`config.mk`:
```
export PLATFORM = sky130hd
export DESIGN_NAME = ipc_msgbox
export DESIGN_NICKNAME = d
export VERILOG_FILES = /design/src/rtl/ipc_msgbox_pkg.sv /design/src/rtl/ipc_msgbox_fifo.sv /design/src/rtl/ipc_msgbox_evt.sv /design/src/rtl/ipc_msgbox_port.sv /design/src/rtl/ipc_msgbox.sv
export SDC_FILE = /design/constraint.sdc
export NUM_CORES = 2
export LEC_CHECK = 0
export BUFFER_PORTS_ARGS = -buffer_cell sky130_fd_sc_hd__buf_2
export CAP_MARGIN = 15
export CORE_ASPECT_RATIO = 1.25
export CORE_MARGIN = 2
export CORE_UTILIZATION = 42
export DETAILED_ROUTE_END_ITERATION = 8
export HOLD_SLACK_MARGIN = 0.1
export PLACE_DENSITY = 0.61
export SYNTH_ARGS = -nofsm -noshare
export SYNTH_HDL_FRONTEND = slang
export SYNTH_SLANG_ARGS = --single-unit
```
`constraint.sdc`:
```
create_clock -name clk -period 2.89 [get_ports clk]
set_input_delay 0.1445 -clock clk [delete_from_list [all_inputs] [get_ports clk]]
set_output_delay 0.1445 -clock clk [all_outputs]
set_load 0.01 [all_outputs]
```
`src/rtl/ipc_msgbox_pkg.sv`:
```
package ipc_msgbox_pkg;

  typedef enum logic [3:0] {
    RG_NONE, RG_CTRL, RG_REN, RG_RST, RG_LEN, RG_LST, RG_FULL, RG_CNT, RG_DATA
  } reg_kind_e;

  typedef struct packed {
    reg_kind_e  kind;
    logic [3:0] idx;
  } reg_sel_t;

  // control word that holds channel n
  function automatic int ctl_word(input int n);
    return n / 4;
  endfunction

  // own-view "this side receives" bit of channel n
  function automatic int ctl_rx_pos(input int n);
    return 8 * (n % 4);
  endfunction

  // own-view "this side transmits" bit of channel n
  function automatic int ctl_tx_pos(input int n);
    return 8 * (n % 4) + 4;
  endfunction

  function automatic int evt_rx_pos(input int n);
    return 2 * n;
  endfunction

  function automatic int evt_tx_pos(input int n);
    return 2 * n + 1;
  endfunction

  function automatic reg_sel_t decode_addr(input logic [15:0] a, input int nch);
    reg_sel_t r;
    r.kind = RG_NONE;
    r.idx  = a[5:2];
    if (a[1:0] == 2'b00) begin
      case (a[15:6])
        10'h000: if (int'(a[5:2]) < (nch + 3) / 4) r.kind = RG_CTRL;
        10'h001: begin
          case (a[5:2])
            4'h0:    r.kind = RG_REN;
            4'h4:    r.kind = RG_RST;
            4'h8:    r.kind = RG_LEN;
            4'hC:    r.kind = RG_LST;
            default: r.kind = RG_NONE;
          endcase
        end
        10'h004: if (int'(a[5:2]) < nch) r.kind = RG_FULL;
        10'h005: if (int'(a[5:2]) < nch) r.kind = RG_CNT;
        10'h006: if (int'(a[5:2]) < nch) r.kind = RG_DATA;
        default: r.kind = RG_NONE;
      endcase
    end
    return r;
  endfunction

endpackage

```
`src/rtl/ipc_msgbox_fifo.sv`:
```
module ipc_msgbox_fifo #(
  parameter int DW    = 32,
  parameter int DEPTH = 4,
  parameter int CW    = $clog2(DEPTH + 1)
) (
  input  logic          clk,
  input  logic          rst_n,
  input  logic          push,
  input  logic          pop,
  input  logic [DW-1:0] wdata,
  output logic [DW-1:0] head,
  output logic [CW-1:0] count,
  output logic          full,
  output logic          empty
);
  localparam int PW = (DEPTH > 1) ? $clog2(DEPTH) : 1;

  logic [DW-1:0] mem [DEPTH];
  logic [PW-1:0] wp, rp;
  logic          push_ok, pop_ok;

  function automatic logic [PW-1:0] ptr_inc(input logic [PW-1:0] p);
    return (int'(p) == DEPTH - 1) ? '0 : p + 1'b1;
  endfunction

  assign full    = (count == CW'(DEPTH));
  assign empty   = (count == '0);
  assign push_ok = push & ~full;
  assign pop_ok  = pop & ~empty;
  assign head    = mem[rp];

  always_ff @(posedge clk) begin
    if (!rst_n) begin
      wp    <= '0;
      rp    <= '0;
      count <= '0;
    end else begin
      if (push_ok) wp <= ptr_inc(wp);
      if (pop_ok)  rp <= ptr_inc(rp);
      count <= count + CW'(push_ok) - CW'(pop_ok);
    end
  end

  always_ff @(posedge clk) begin
    if (push_ok) mem[wp] <= wdata;
  end

endmodule

```
`src/rtl/ipc_msgbox_evt.sv`:
```
module ipc_msgbox_evt #(
  parameter int EW = 16
) (
  input  logic          clk,
  input  logic          rst_n,
  input  logic          own_en_we,
  input  logic [EW-1:0] own_en_wd,
  input  logic          peer_en_we,
  input  logic [EW-1:0] peer_en_wd,
  input  logic [EW-1:0] own_clr,
  input  logic [EW-1:0] peer_clr,
  input  logic [EW-1:0] set_v,
  output logic [EW-1:0] en,
  output logic [EW-1:0] st,
  output logic          irq
);
  logic [EW-1:0] clr_all;

  assign clr_all = own_clr | peer_clr;
  assign irq     = |(en & st);

  always_ff @(posedge clk) begin
    if (!rst_n) begin
      en <= '0;
      st <= '0;
    end else begin
      if (own_en_we)       en <= own_en_wd;
      else if (peer_en_we) en <= peer_en_wd;
      // a live condition wins over a clear in the same cycle
      st <= set_v | (st & ~clr_all);
    end
  end

endmodule

```
`src/rtl/ipc_msgbox_port.sv`:
```
module ipc_msgbox_port
  import ipc_msgbox_pkg::*;
#(
  parameter int NCH  = 8,
  parameter int DW   = 32,
  parameter int AW   = 12,
  parameter int CW   = 3,
  parameter int EW   = 16,
  parameter int SIDE = 0
) (
  input  logic                   clk,
  input  logic [AW-1:0]          addr,
  input  logic                   wr,
  input  logic [DW-1:0]          wdata,
  input  logic                   rd,
  output logic [DW-1:0]          rdata,
  input  logic [NCH-1:0]         atx,
  input  logic [NCH-1:0]         arx,
  input  logic [EW-1:0]          en_loc,
  input  logic [EW-1:0]          st_loc,
  input  logic [EW-1:0]          en_rem,
  input  logic [EW-1:0]          st_rem,
  input  logic [NCH-1:0]         full,
  input  logic [NCH-1:0][CW-1:0] cnt,
  input  logic [NCH-1:0][DW-1:0] head,
  input  logic [NCH-1:0]         can_pop,
  output logic [NCH-1:0]         ctl_we,
  output logic [NCH-1:0]         ctl_atx,
  output logic [NCH-1:0]         ctl_arx,
  output logic                   en_loc_we,
  output logic                   en_rem_we,
  output logic [EW-1:0]          en_wd,
  output logic [EW-1:0]          st_loc_clr,
  output logic [EW-1:0]          st_rem_clr,
  output logic [NCH-1:0]         data_we,
  output logic [NCH-1:0]         data_re,
  output logic [DW-1:0]          push_data
);
  reg_sel_t       sel;
  logic [NCH-1:0] my_tx, my_rx, wr_tx, wr_rx;
  logic           unused_clk;

  assign unused_clk = clk;
  assign sel        = decode_addr(16'(addr), NCH);
  assign push_data  = wdata;
  assign en_wd      = wdata[EW-1:0];

  // side A sees the stored bits as-is, side B sees them swapped
  generate
    if (SIDE == 0) begin : g_view_a
      assign my_tx   = atx;
      assign my_rx   = arx;
      assign ctl_atx = wr_tx;
      assign ctl_arx = wr_rx;
    end else begin : g_view_b
      assign my_tx   = arx;
      assign my_rx   = atx;
      assign ctl_atx = wr_rx;
      assign ctl_arx = wr_tx;
    end
  endgenerate

  always_comb begin
    en_loc_we  = wr && (sel.kind == RG_LEN);
    en_rem_we  = wr && (sel.kind == RG_REN);
    st_loc_clr = (wr && sel.kind == RG_LST) ? wdata[EW-1:0] : '0;
    st_rem_clr = (wr && sel.kind == RG_RST) ? wdata[EW-1:0] : '0;
    for (int n = 0; n < NCH; n++) begin
      wr_tx[n]   = wdata[ctl_tx_pos(n)];
      wr_rx[n]   = wdata[ctl_rx_pos(n)];
      ctl_we[n]  = wr && (sel.kind == RG_CTRL) && (sel.idx == 4'(ctl_word(n)));
      data_we[n] = wr && (sel.kind == RG_DATA) && (sel.idx == 4'(n));
      data_re[n] = rd && (sel.kind == RG_DATA) && (sel.idx == 4'(n));
    end
  end

  always_comb begin
    rdata = '0;
    case (sel.kind)
      RG_CTRL: begin
        for (int n = 0; n < NCH; n++) begin
          if (sel.idx == 4'(ctl_word(n))) begin
            rdata[ctl_rx_pos(n)] = my_rx[n];
            rdata[ctl_tx_pos(n)] = my_tx[n];
          end
        end
      end
      RG_REN: rdata = DW'(en_rem);
      RG_RST: rdata = DW'(st_rem);
      RG_LEN: rdata = DW'(en_loc);
      RG_LST: rdata = DW'(st_loc);
      RG_FULL: begin
        for (int n = 0; n < NCH; n++)
          if (sel.idx == 4'(n)) rdata[0] = full[n];
      end
      RG_CNT: begin
        for (int n = 0; n < NCH; n++)
          if (sel.idx == 4'(n)) rdata = DW'(cnt[n]);
      end
      RG_DATA: begin
        for (int n = 0; n < NCH; n++)
          if (sel.idx == 4'(n) && can_pop[n]) rdata = head[n];
      end
      default: rdata = '0;
    endcase
  end

endmodule

```
`src/rtl/ipc_msgbox.sv`:
```
module ipc_msgbox
  import ipc_msgbox_pkg::*;
#(
  parameter int NCH   = 8,
  parameter int DW    = 32,
  parameter int DEPTH = 4,
  parameter int AW    = 12
) (
  input  logic          clk,
  input  logic          rst_n,
  input  logic [AW-1:0] a_addr,
  input  logic          a_wr,
  input  logic [DW-1:0] a_wdata,
  input  logic          a_rd,
  output logic [DW-1:0] a_rdata,
  output logic          a_irq,
  input  logic [AW-1:0] b_addr,
  input  logic          b_wr,
  input  logic [DW-1:0] b_wdata,
  input  logic          b_rd,
  output logic [DW-1:0] b_rdata,
  output logic          b_irq
);
  localparam int EW = 2 * NCH;
  localparam int CW = $clog2(DEPTH + 1);

  // per-side bus view
  logic [1:0][AW-1:0] p_addr;
  logic [1:0]         p_wr, p_rd;
  logic [1:0][DW-1:0] p_wdata, p_rdata, p_push_data;

  // per-side decoded strobes
  logic [1:0][NCH-1:0] p_ctl_we, p_ctl_atx, p_ctl_arx;
  logic [1:0][NCH-1:0] p_data_we, p_data_re, p_can_pop;
  logic [1:0]          p_en_loc_we, p_en_rem_we;
  logic [1:0][EW-1:0]  p_en_wd, p_st_loc_clr, p_st_rem_clr;

  // event registers per side
  logic [1:0][EW-1:0]  en_v, st_v, set_v;
  logic [1:0]          irq_v;

  // channel state; direction stored in side A's view
  logic [NCH-1:0]         ctl_atx, ctl_arx;
  logic [NCH-1:0]         chan_active, chan_txb;
  logic [NCH-1:0]         chan_push, chan_pop, chan_full, chan_empty;
  logic [NCH-1:0][CW-1:0] chan_cnt;
  logic [NCH-1:0][DW-1:0] chan_head;

  assign p_addr  = {b_addr, a_addr};
  assign p_wr    = {b_wr, a_wr};
  assign p_rd    = {b_rd, a_rd};
  assign p_wdata = {b_wdata, a_wdata};
  assign a_rdata = p_rdata[0];
  assign b_rdata = p_rdata[1];
  assign a_irq   = irq_v[0];
  assign b_irq   = irq_v[1];

  assign chan_active = ctl_atx ^ ctl_arx;
  assign chan_txb    = ctl_arx;   // 1: side B transmits

  generate
    for (genvar s = 0; s < 2; s++) begin : g_side
      ipc_msgbox_port #(
        .NCH(NCH), .DW(DW), .AW(AW), .CW(CW), .EW(EW), .SIDE(s)
      ) u_port (
        .clk       (clk),
        .addr      (p_addr[s]),
        .wr        (p_wr[s]),
        .wdata     (p_wdata[s]),
        .rd        (p_rd[s]),
        .rdata     (p_rdata[s]),
        .atx       (ctl_atx),
        .arx       (ctl_arx),
        .en_loc    (en_v[s]),
        .st_loc    (st_v[s]),
        .en_rem    (en_v[1-s]),
        .st_rem    (st_v[1-s]),
        .full      (chan_full),
        .cnt       (chan_cnt),
        .head      (chan_head),
        .can_pop   (p_can_pop[s]),
        .ctl_we    (p_ctl_we[s]),
        .ctl_atx   (p_ctl_atx[s]),
        .ctl_arx   (p_ctl_arx[s]),
        .en_loc_we (p_en_loc_we[s]),
        .en_rem_we (p_en_rem_we[s]),
        .en_wd     (p_en_wd[s]),
        .st_loc_clr(p_st_loc_clr[s]),
        .st_rem_clr(p_st_rem_clr[s]),
        .data_we   (p_data_we[s]),
        .data_re   (p_data_re[s]),
        .push_data (p_push_data[s])
      );

      ipc_msgbox_evt #(.EW(EW)) u_evt (
        .clk       (clk),
        .rst_n     (rst_n),
        .own_en_we (p_en_loc_we[s]),
        .own_en_wd (p_en_wd[s]),
        .peer_en_we(p_en_rem_we[1-s]),
        .peer_en_wd(p_en_wd[1-s]),
        .own_clr   (p_st_loc_clr[s]),
        .peer_clr  (p_st_rem_clr[1-s]),
        .set_v     (set_v[s]),
        .en        (en_v[s]),
        .st        (st_v[s]),
        .irq       (irq_v[s])
      );
    end

    for (genvar n = 0; n < NCH; n++) begin : g_chan
      ipc_msgbox_fifo #(.DW(DW), .DEPTH(DEPTH), .CW(CW)) u_fifo (
        .clk  (clk),
        .rst_n(rst_n),
        .push (chan_push[n]),
        .pop  (chan_pop[n]),
        .wdata(chan_txb[n] ? p_push_data[1] : p_push_data[0]),
        .head (chan_head[n]),
        .count(chan_cnt[n]),
        .full (chan_full[n]),
        .empty(chan_empty[n])
      );
    end
  endgenerate

  always_comb begin
    set_v = '0;
    for (int n = 0; n < NCH; n++) begin
      chan_push[n]    = chan_active[n] &
                        (chan_txb[n] ? p_data_we[1][n] : p_data_we[0][n]);
      chan_pop[n]     = chan_active[n] &
                        (chan_txb[n] ? p_data_re[0][n] : p_data_re[1][n]);
      p_can_pop[0][n] = chan_active[n] &  chan_txb[n] & ~chan_empty[n];
      p_can_pop[1][n] = chan_active[n] & ~chan_txb[n] & ~chan_empty[n];
      set_v[0][evt_rx_pos(n)] = p_can_pop[0][n];
      set_v[1][evt_rx_pos(n)] = p_can_pop[1][n];
      set_v[0][evt_tx_pos(n)] = chan_active[n] & ~chan_txb[n] & ~chan_full[n];
      set_v[1][evt_tx_pos(n)] = chan_active[n] &  chan_txb[n] & ~chan_full[n];
    end
  end

  always_ff @(posedge clk) begin
    if (!rst_n) begin
      ctl_atx <= '0;
      ctl_arx <= '0;
    end else begin
      for (int n = 0; n < NCH; n++) begin
        if (p_ctl_we[0][n]) begin
          ctl_atx[n] <= p_ctl_atx[0][n];
          ctl_arx[n] <= p_ctl_arx[0][n];
        end else if (p_ctl_we[1][n]) begin
          ctl_atx[n] <= p_ctl_atx[1][n];
          ctl_arx[n] <= p_ctl_arx[1][n];
        end
      end
    end
  end

endmodule

```
Word level (Yosys, flattened, before mapping):

Memory sizes are Yosys's and may differ from the RTL's. A register that Yosys moved wholly into a read port is not among the register bits.
Index checks and enable logic that the tools add are counted.

* register bits after elaboration: 136
* bits in latches: 0
* memory bits (writable): 1024
* memory bits (read-only): 0
* output and inout port bits: 66
* word-level logic and storage cells: 581
* memories: 8

* $add $sub $neg: 32
* multipliers: 0
* divide/modulo/power cells: 0
* $lt $le $gt $ge: 4
* equal/unequal tests: 66
* shift operators: 0
* multiplexer cells: 238
* bitwise gates (word level): 115
* reductions and logical operators: 86

Memory list
* g_chan[0].u_fifo.mem: depth 4, width 32, read ports 1, clocked after Yosys merged registers in 1, write ports 1, RTL line ipc_msgbox_fifo.sv:18 `logic [DW-1:0] mem [DEPTH];`
* g_chan[1].u_fifo.mem: depth 4, width 32, read ports 1, clocked after Yosys merged registers in 1, write ports 1, RTL line ipc_msgbox_fifo.sv:18
* g_chan[2].u_fifo.mem: depth 4, width 32, read ports 1, clocked after Yosys merged registers in 1, write ports 1, RTL line ipc_msgbox_fifo.sv:18
* g_chan[3].u_fifo.mem: depth 4, width 32, read ports 1, clocked after Yosys merged registers in 1, write ports 1, RTL line ipc_msgbox_fifo.sv:18
* g_chan[4].u_fifo.mem: depth 4, width 32, read ports 1, clocked after Yosys merged registers in 1, write ports 1, RTL line ipc_msgbox_fifo.sv:18
* g_chan[5].u_fifo.mem: depth 4, width 32, read ports 1, clocked after Yosys merged registers in 1, write ports 1, RTL line ipc_msgbox_fifo.sv:18
* +2 memories

Operators by type and width (count)
* 2-to-1 mux 32 bit: 26
* case mux 3 bit (6 select lines): 8
* 2-to-1 mux 16 bit: 8
* 2-to-1 mux 1 bit: 114
* AND 1 bit: 80
* logical AND 1 bit: 66
* AND 16 bit: 4
* equality test 4 x 3 -> 1 bit, second input constant: 16
* 2-to-1 mux 2 bit: 32
* bitwise OR 16 bit: 4
* 2-to-1 mux 3 bit: 18
* case mux 3 bit (2 select lines): 8
* case mux 1 bit (7 select lines): 6
* case mux 4 bit (5 select lines): 2
* equality test 6 x 3 -> 1 bit, second input constant: 6
* adder 2 x 1 -> 2 bit, second input constant: 16
* equality test 2 x 1 -> 1 bit, second input constant: 16
* equality test 4 x 2 -> 1 bit, second input constant: 8
* inverter 16 bit: 2
* OR reduction 16 bit: 2
* adder 3 x 1 -> 3 bit: 8
* equality test 3 bit, second input constant: 8
* equality test 4 bit, second input constant: 6
* zero test 3 bit: 8
* 15 further kinds: 69

Depth between registers and ports, before layout:

* depth in word-level cells: 13
* depth in mapped cells: 15
* mapped depth without buffers: 13

Modules after synthesis:

A second synthesis with hierarchy kept.

* cell total of the unflattened synthesis: 3645
* area total of the unflattened synthesis: 56264.0 µm²

By module, submodules not included
* ipc_msgbox_fifo: times used 8, cells an instance 220, area each 5143.7 µm², sequential area each 4023.9 µm²
* ipc_msgbox: times used 1, cells an instance 450, area each 4694.5 µm², sequential area each 320.3 µm²
* ipc_msgbox_port at g_side[0].u_port: times used 1, cells an instance 576, area each 3858.7 µm², sequential area each 0.0 µm²
* ipc_msgbox_port at g_side[1].u_port: times used 1, cells an instance 537, area each 3701.0 µm², sequential area each 0.0 µm²
* ipc_msgbox_evt: times used 2, cells an instance 161, area each 1430.1 µm², sequential area each 640.6 µm²

Least setup slack after synthesis:

No wires, ideal clock.

* path kind: input to register
* from: input port b_addr[9]
* to: memory g_chan[5].u_fifo.mem[3][0], enable pin
* arrival time: 2692 ps
* data required time: 2498 ps
* slack: -194 ps
* stages on the path: 5
* path buffers: 0
* cells stage by stage: or3_1 > nor4_1 > nand3_1 > a221oi_2 > and2_1

* longest elaborated chain between the ends: 11

RTL lines
* start: declaration: RTL line ipc_msgbox.sv:17 `input logic [AW-1:0] b_addr,`
* equality test 6 x 3 -> 1 bit, or another cell as far along: RTL line ipc_msgbox_pkg.sv:40 `case (a[15:6])`
* case mux 4 bit (5 select lines) *: RTL line ipc_msgbox_pkg.sv:40
* 2-to-1 mux 4 bit *: RTL line ipc_msgbox_pkg.sv:39 `if (a[1:0] == 2'b00) begin`
* equality test 4 bit *: RTL line ipc_msgbox_port.sv:72 `data_we[n] = wr && (sel.kind == RG_DATA) && (sel.idx == 4'(n));`
* logical AND 1 bit * (2 in series): RTL line ipc_msgbox_port.sv:72
* 2-to-1 mux 1 bit *: RTL line ipc_msgbox.sv:130 `(chan_txb[n] ? p_data_we[1][n] : p_data_we[0][n]);`
* AND 1 bit *: RTL line ipc_msgbox.sv:129 `chan_push[n] = chan_active[n] &`
* AND 1 bit *: RTL line ipc_msgbox_fifo.sv:28 `assign push_ok = push & ~full;`
* named net g_chan[5].u_fifo.push_ok: RTL line ipc_msgbox_fifo.sv:20 `logic push_ok, pop_ok;`
* 2-to-1 mux 1 bit *: RTL line ipc_msgbox_fifo.sv:45 `if (push_ok) mem[wp] <= wdata;`
* 2-to-1 mux 1 bit (implied by the code) *: RTL line ipc_msgbox_fifo.sv:45
* end: declaration: RTL line ipc_msgbox_fifo.sv:18

The timed path passes the listed nets; every way through them passes the cells marked *.

==> impl_metrics.toml <==
[detailed_routing]
first_iter_violations = 5462
vias = 39000
via_per_inst = 6.31
dr.pass1.iters = 9
drt-total-wl_mm = 214
postRouteAntennaNets = 0
drc_errors = 0
wl_per_cell_um = 34.5

[setup_path]
cp.arrival_ns = 3.20
critPathTopFamily = "compound AO/OA/AOI/OAI gates"
reg2reg_to = "g_chan[3].u_fifo.count[2]"
crit_top_cell = "buf_4"
r2r-start = "chan_txb[3]"
reg2reg_slack_ns = 0.12
critPathMaxStageDelay_ns = 0.62
rr_worst_depth = 13
critPathKind = "register to primary output"
path_buf_inv = 3
crit_chain = "buf_4, mux4_2, a22oi_2, nand2_1, a221oi_2, buf_4, o2111ai_4, buf_6"
crit_fanout = 3
slowest_stage = "mux4_2"
cp-end-kind = "primary output"
cp-start-kind = "register"
worstPathRequired_ns = 2.75

[yosys]
yosys_warnings = 0
synth_top_cell_by_area = "edfxtp_1"
syn_area_per_cell_um2 = 14.6
yosys-top-cells-count = "edfxtp_1, nand2_1, mux4_2"
synthTopCellsByArea = "edfxtp_1, mux4_2, dfxtp_1, mux2_2, o21ai_0"
synth_top_area_share_pct = 57.1
synthCells = 3683
syn_nets = 3852
synth-seq-area-share_pct = 62.8
synth-main-ff-cell = "edfxtp_1"
synth_area_um2 = 53800
ys_ff_latch = 1176
yosysUniqueCellTypes = 86
synth_most_common_cell = "edfxtp_1"
synth-edff-count = 1024
async_flop_share_pct = 0

[clock_network]
path_clk_slew_ns = 0.06
clock_sinks = 1176
cts_root_buffer = "clkbuf_16"
cts-htree-levels = 3
tritoncts = "built"
clk_path_buf_depth = 3
numCtsBuffers = 115
clock_latency_ns = 0.77

[floorplanning]
num_io_pins = 160
rows = 146
dieArea_um2 = 131000
die_h_um = 404
core_um2 = 127000
start_util_pct = 42.4
die_x_um = 324

[final_layout]
final_util_pct = 54.8
drive_gt1_share_pct = 39.8
area_growth_pct = 29.2
nets = 4551
fin_area_um2 = 69500

[power]
internal_power_w = 0.0281
clkPwrFrac_pct = 45.5
power.switching_w = 0.00779
power_frac_seq_pct = 51.2
pwr_density_cell_nw_per_um2 = 517
p_sw_share_pct = 21.7
pwr-share-comb_pct = 3.3
p_leak_nw = 22.9
irDropWorstVdd_mv = 0.599

[global_route]
grt_first_pass_wirelength_mm = 293
antenna_found_initial = 13
grt_pass1_vias = 37800
grt-ovfl-total = 0
grtUsageTotal_pct = 32.4
grt_max_degree = 66

[sta]
final-hold-violation-count = 0
maxSlewViolCount = 0
rsz0062_at_grt = "true"
whs_ns = 0.139
fin_crit_ns = 3.34
worstMarginPinSlew_ns = 0.951
period_share_pct = 116
setup_slack_ns = -0.450
fmax_ghz = 0.299
setup_viol = 64
finalSetupTns_ns = -14.38
maxSlewHeadroom_pct = 36.5
skew_ns = 0.0344

[place]
io_buffer_count = 159
place.gp.congestion = 1.00
dpl_cell_area_um2 = 60100
dpl_worst_slack_ns = -0.617
dp_hpwl_mm = 151

[flow_run]
maxCapViolations = 0

[min_path]
holdPathEnd = "g_chan[6].u_fifo.mem[2][26]"
min-delay-start = "a_wdata[26]"
holdPathStages = 2
hold_path.class = "input port to register"

[run_status]
violations = "negative setup slack"
outcome = "complete, but fails checks"
==> cells in the final DEF (no fill, tap or decap), types with 34 or more instances in the layout <==
master / Yosys / layout
nand2_1: 307 / 301
mux2_2: 147 / 147
a22oi_2: 0 / 94
buf_4: 2 / 383
a22oi_1: 128 / 34
mux2i_1: 70 / 70
o21ai_0: 272 / 235
dlygate4sd3_1: 0 / 97
mux4_2: 273 / 273
nand3_1: 59 / 41
inv_1: 87 / 80
nor2_1: 141 / 128
buf_6: 0 / 94
ha_1: 67 / 57
buf_12: 0 / 116
dfxtp_1: 152 / 114
edfxtp_1: 1024 / 1024
clkbuf_16: 0 / 121
nor3_1: 52 / 34
buf_2: 29 / 146
a21oi_1: 122 / 104
==> final cells by class <==
class,count,area (um^2)
Sequential cell,1176,33900
Inverter,90,340
Timing Repair Buffer,862,8480
Multi-Input combinational cell,2137,20600
Clock buffer,125,2950
Clock inverter,91,1160
Antenna cell,7,17.5
Tap cell,1702,2130
Fill cell,10300,57400
==> worst register-to-register path: cells and delay by family (launching register included) <==
family / cells / cell delay, ns
buffers and inverters: 4 / 0.85
adders and majority gates: 2 / 0.54
DFF: 1 / 0.35
xor gates and xnor gates: 2 / 0.34
AOI/OAI and AO/OA: 2 / 0.32
and+or+nand+nor: 3 / 0.26
==> metrics by stage <==
stage          instances  power [W]
6_report            6190     0.0359
5_1_grt             6184     0.0367
4_1_cts             6106     0.0360
3_5_place_dp        5690     0.0198
3_3_place_gp        5689     0.0198
2_1_floorplan       3683     0.0192
==> registers in the layout, summed over array words and instances (netlist names), named ones only <==
name	count
chan_txb	8
ctl_atx	8
g_chan.u_fifo.count	24
g_chan.u_fifo.mem	1024
g_chan.u_fifo.rp	16
g_chan.u_fifo.wp	16
g_side.u_evt.en	32
g_side.u_evt.st	32
==> power groups by stage <==
stage	registers [W]	clock network (W)	logic [W]
2_1_floorplan	0.0188	0	0.000422
3_3_place_gp	0.0188	0	0.00103
3_5_place_dp	0.0188	0	0.00105
4_1_cts	0.0184	0.0165	0.00114
5_1_grt	0.0184	0.0171	0.00120
6_report	0.0184	0.0163	0.00117
==> timing repair <==
action | 4_1_cts | 5_1_grt
cloned | 11 | 5
pin swaps | 188 | 136
hold buffers | 97 | 0
setup buffers | 105 | 84
resized for setup | 432 | 159
setup endpoints to repair | 64 | 64
endpoints found under the hold margin | 414 | 0
==> how the worst max path moves through the flow <==
stage               slack [ns]  depth (start not counted)         from                        end
floorplan                0.001                         14   a_addr[11]  g_chan[6].u_fifo.count[2]
global placement         -0.77                         10  chan_txb[4]                 b_rdata[8]
detailed placement       -0.62                         10   a_addr[11]                 a_rdata[7]
CTS                      -0.40                          8     register                 b_rdata[2]
global route             -0.48                          8     register                 b_rdata[2]
finish                   -0.45                          8     register                 b_rdata[2]
==> cell families (layout without fill, tap and decap cells) <==
family,Yosys count,in the layout,share of synthesized area [%]
other,0,7,0
DFF,1176,1176,62.8
adders and majority gates,75,75,1.86
xor gates and xnor gates,16,16,0.260
and+or+nand+nor,747,747,6.74
AOI/OAI and AO/OA,809,809,9.89
buffers and inverters,370,1168,2.66
muxes,490,490,15.8
==> metal layers <==
metal  GRT usage (%)  share of wire (%)  vias to the layer above
met1            39.8                 35                    19900
met4            20.7                7.5                        2
met5               0             0.0047                        -
met3            6.30                9.6                      627
met2            52.2                 48                     2416
li1                -                  -                    16100
(Power assumes the default switching activity.)
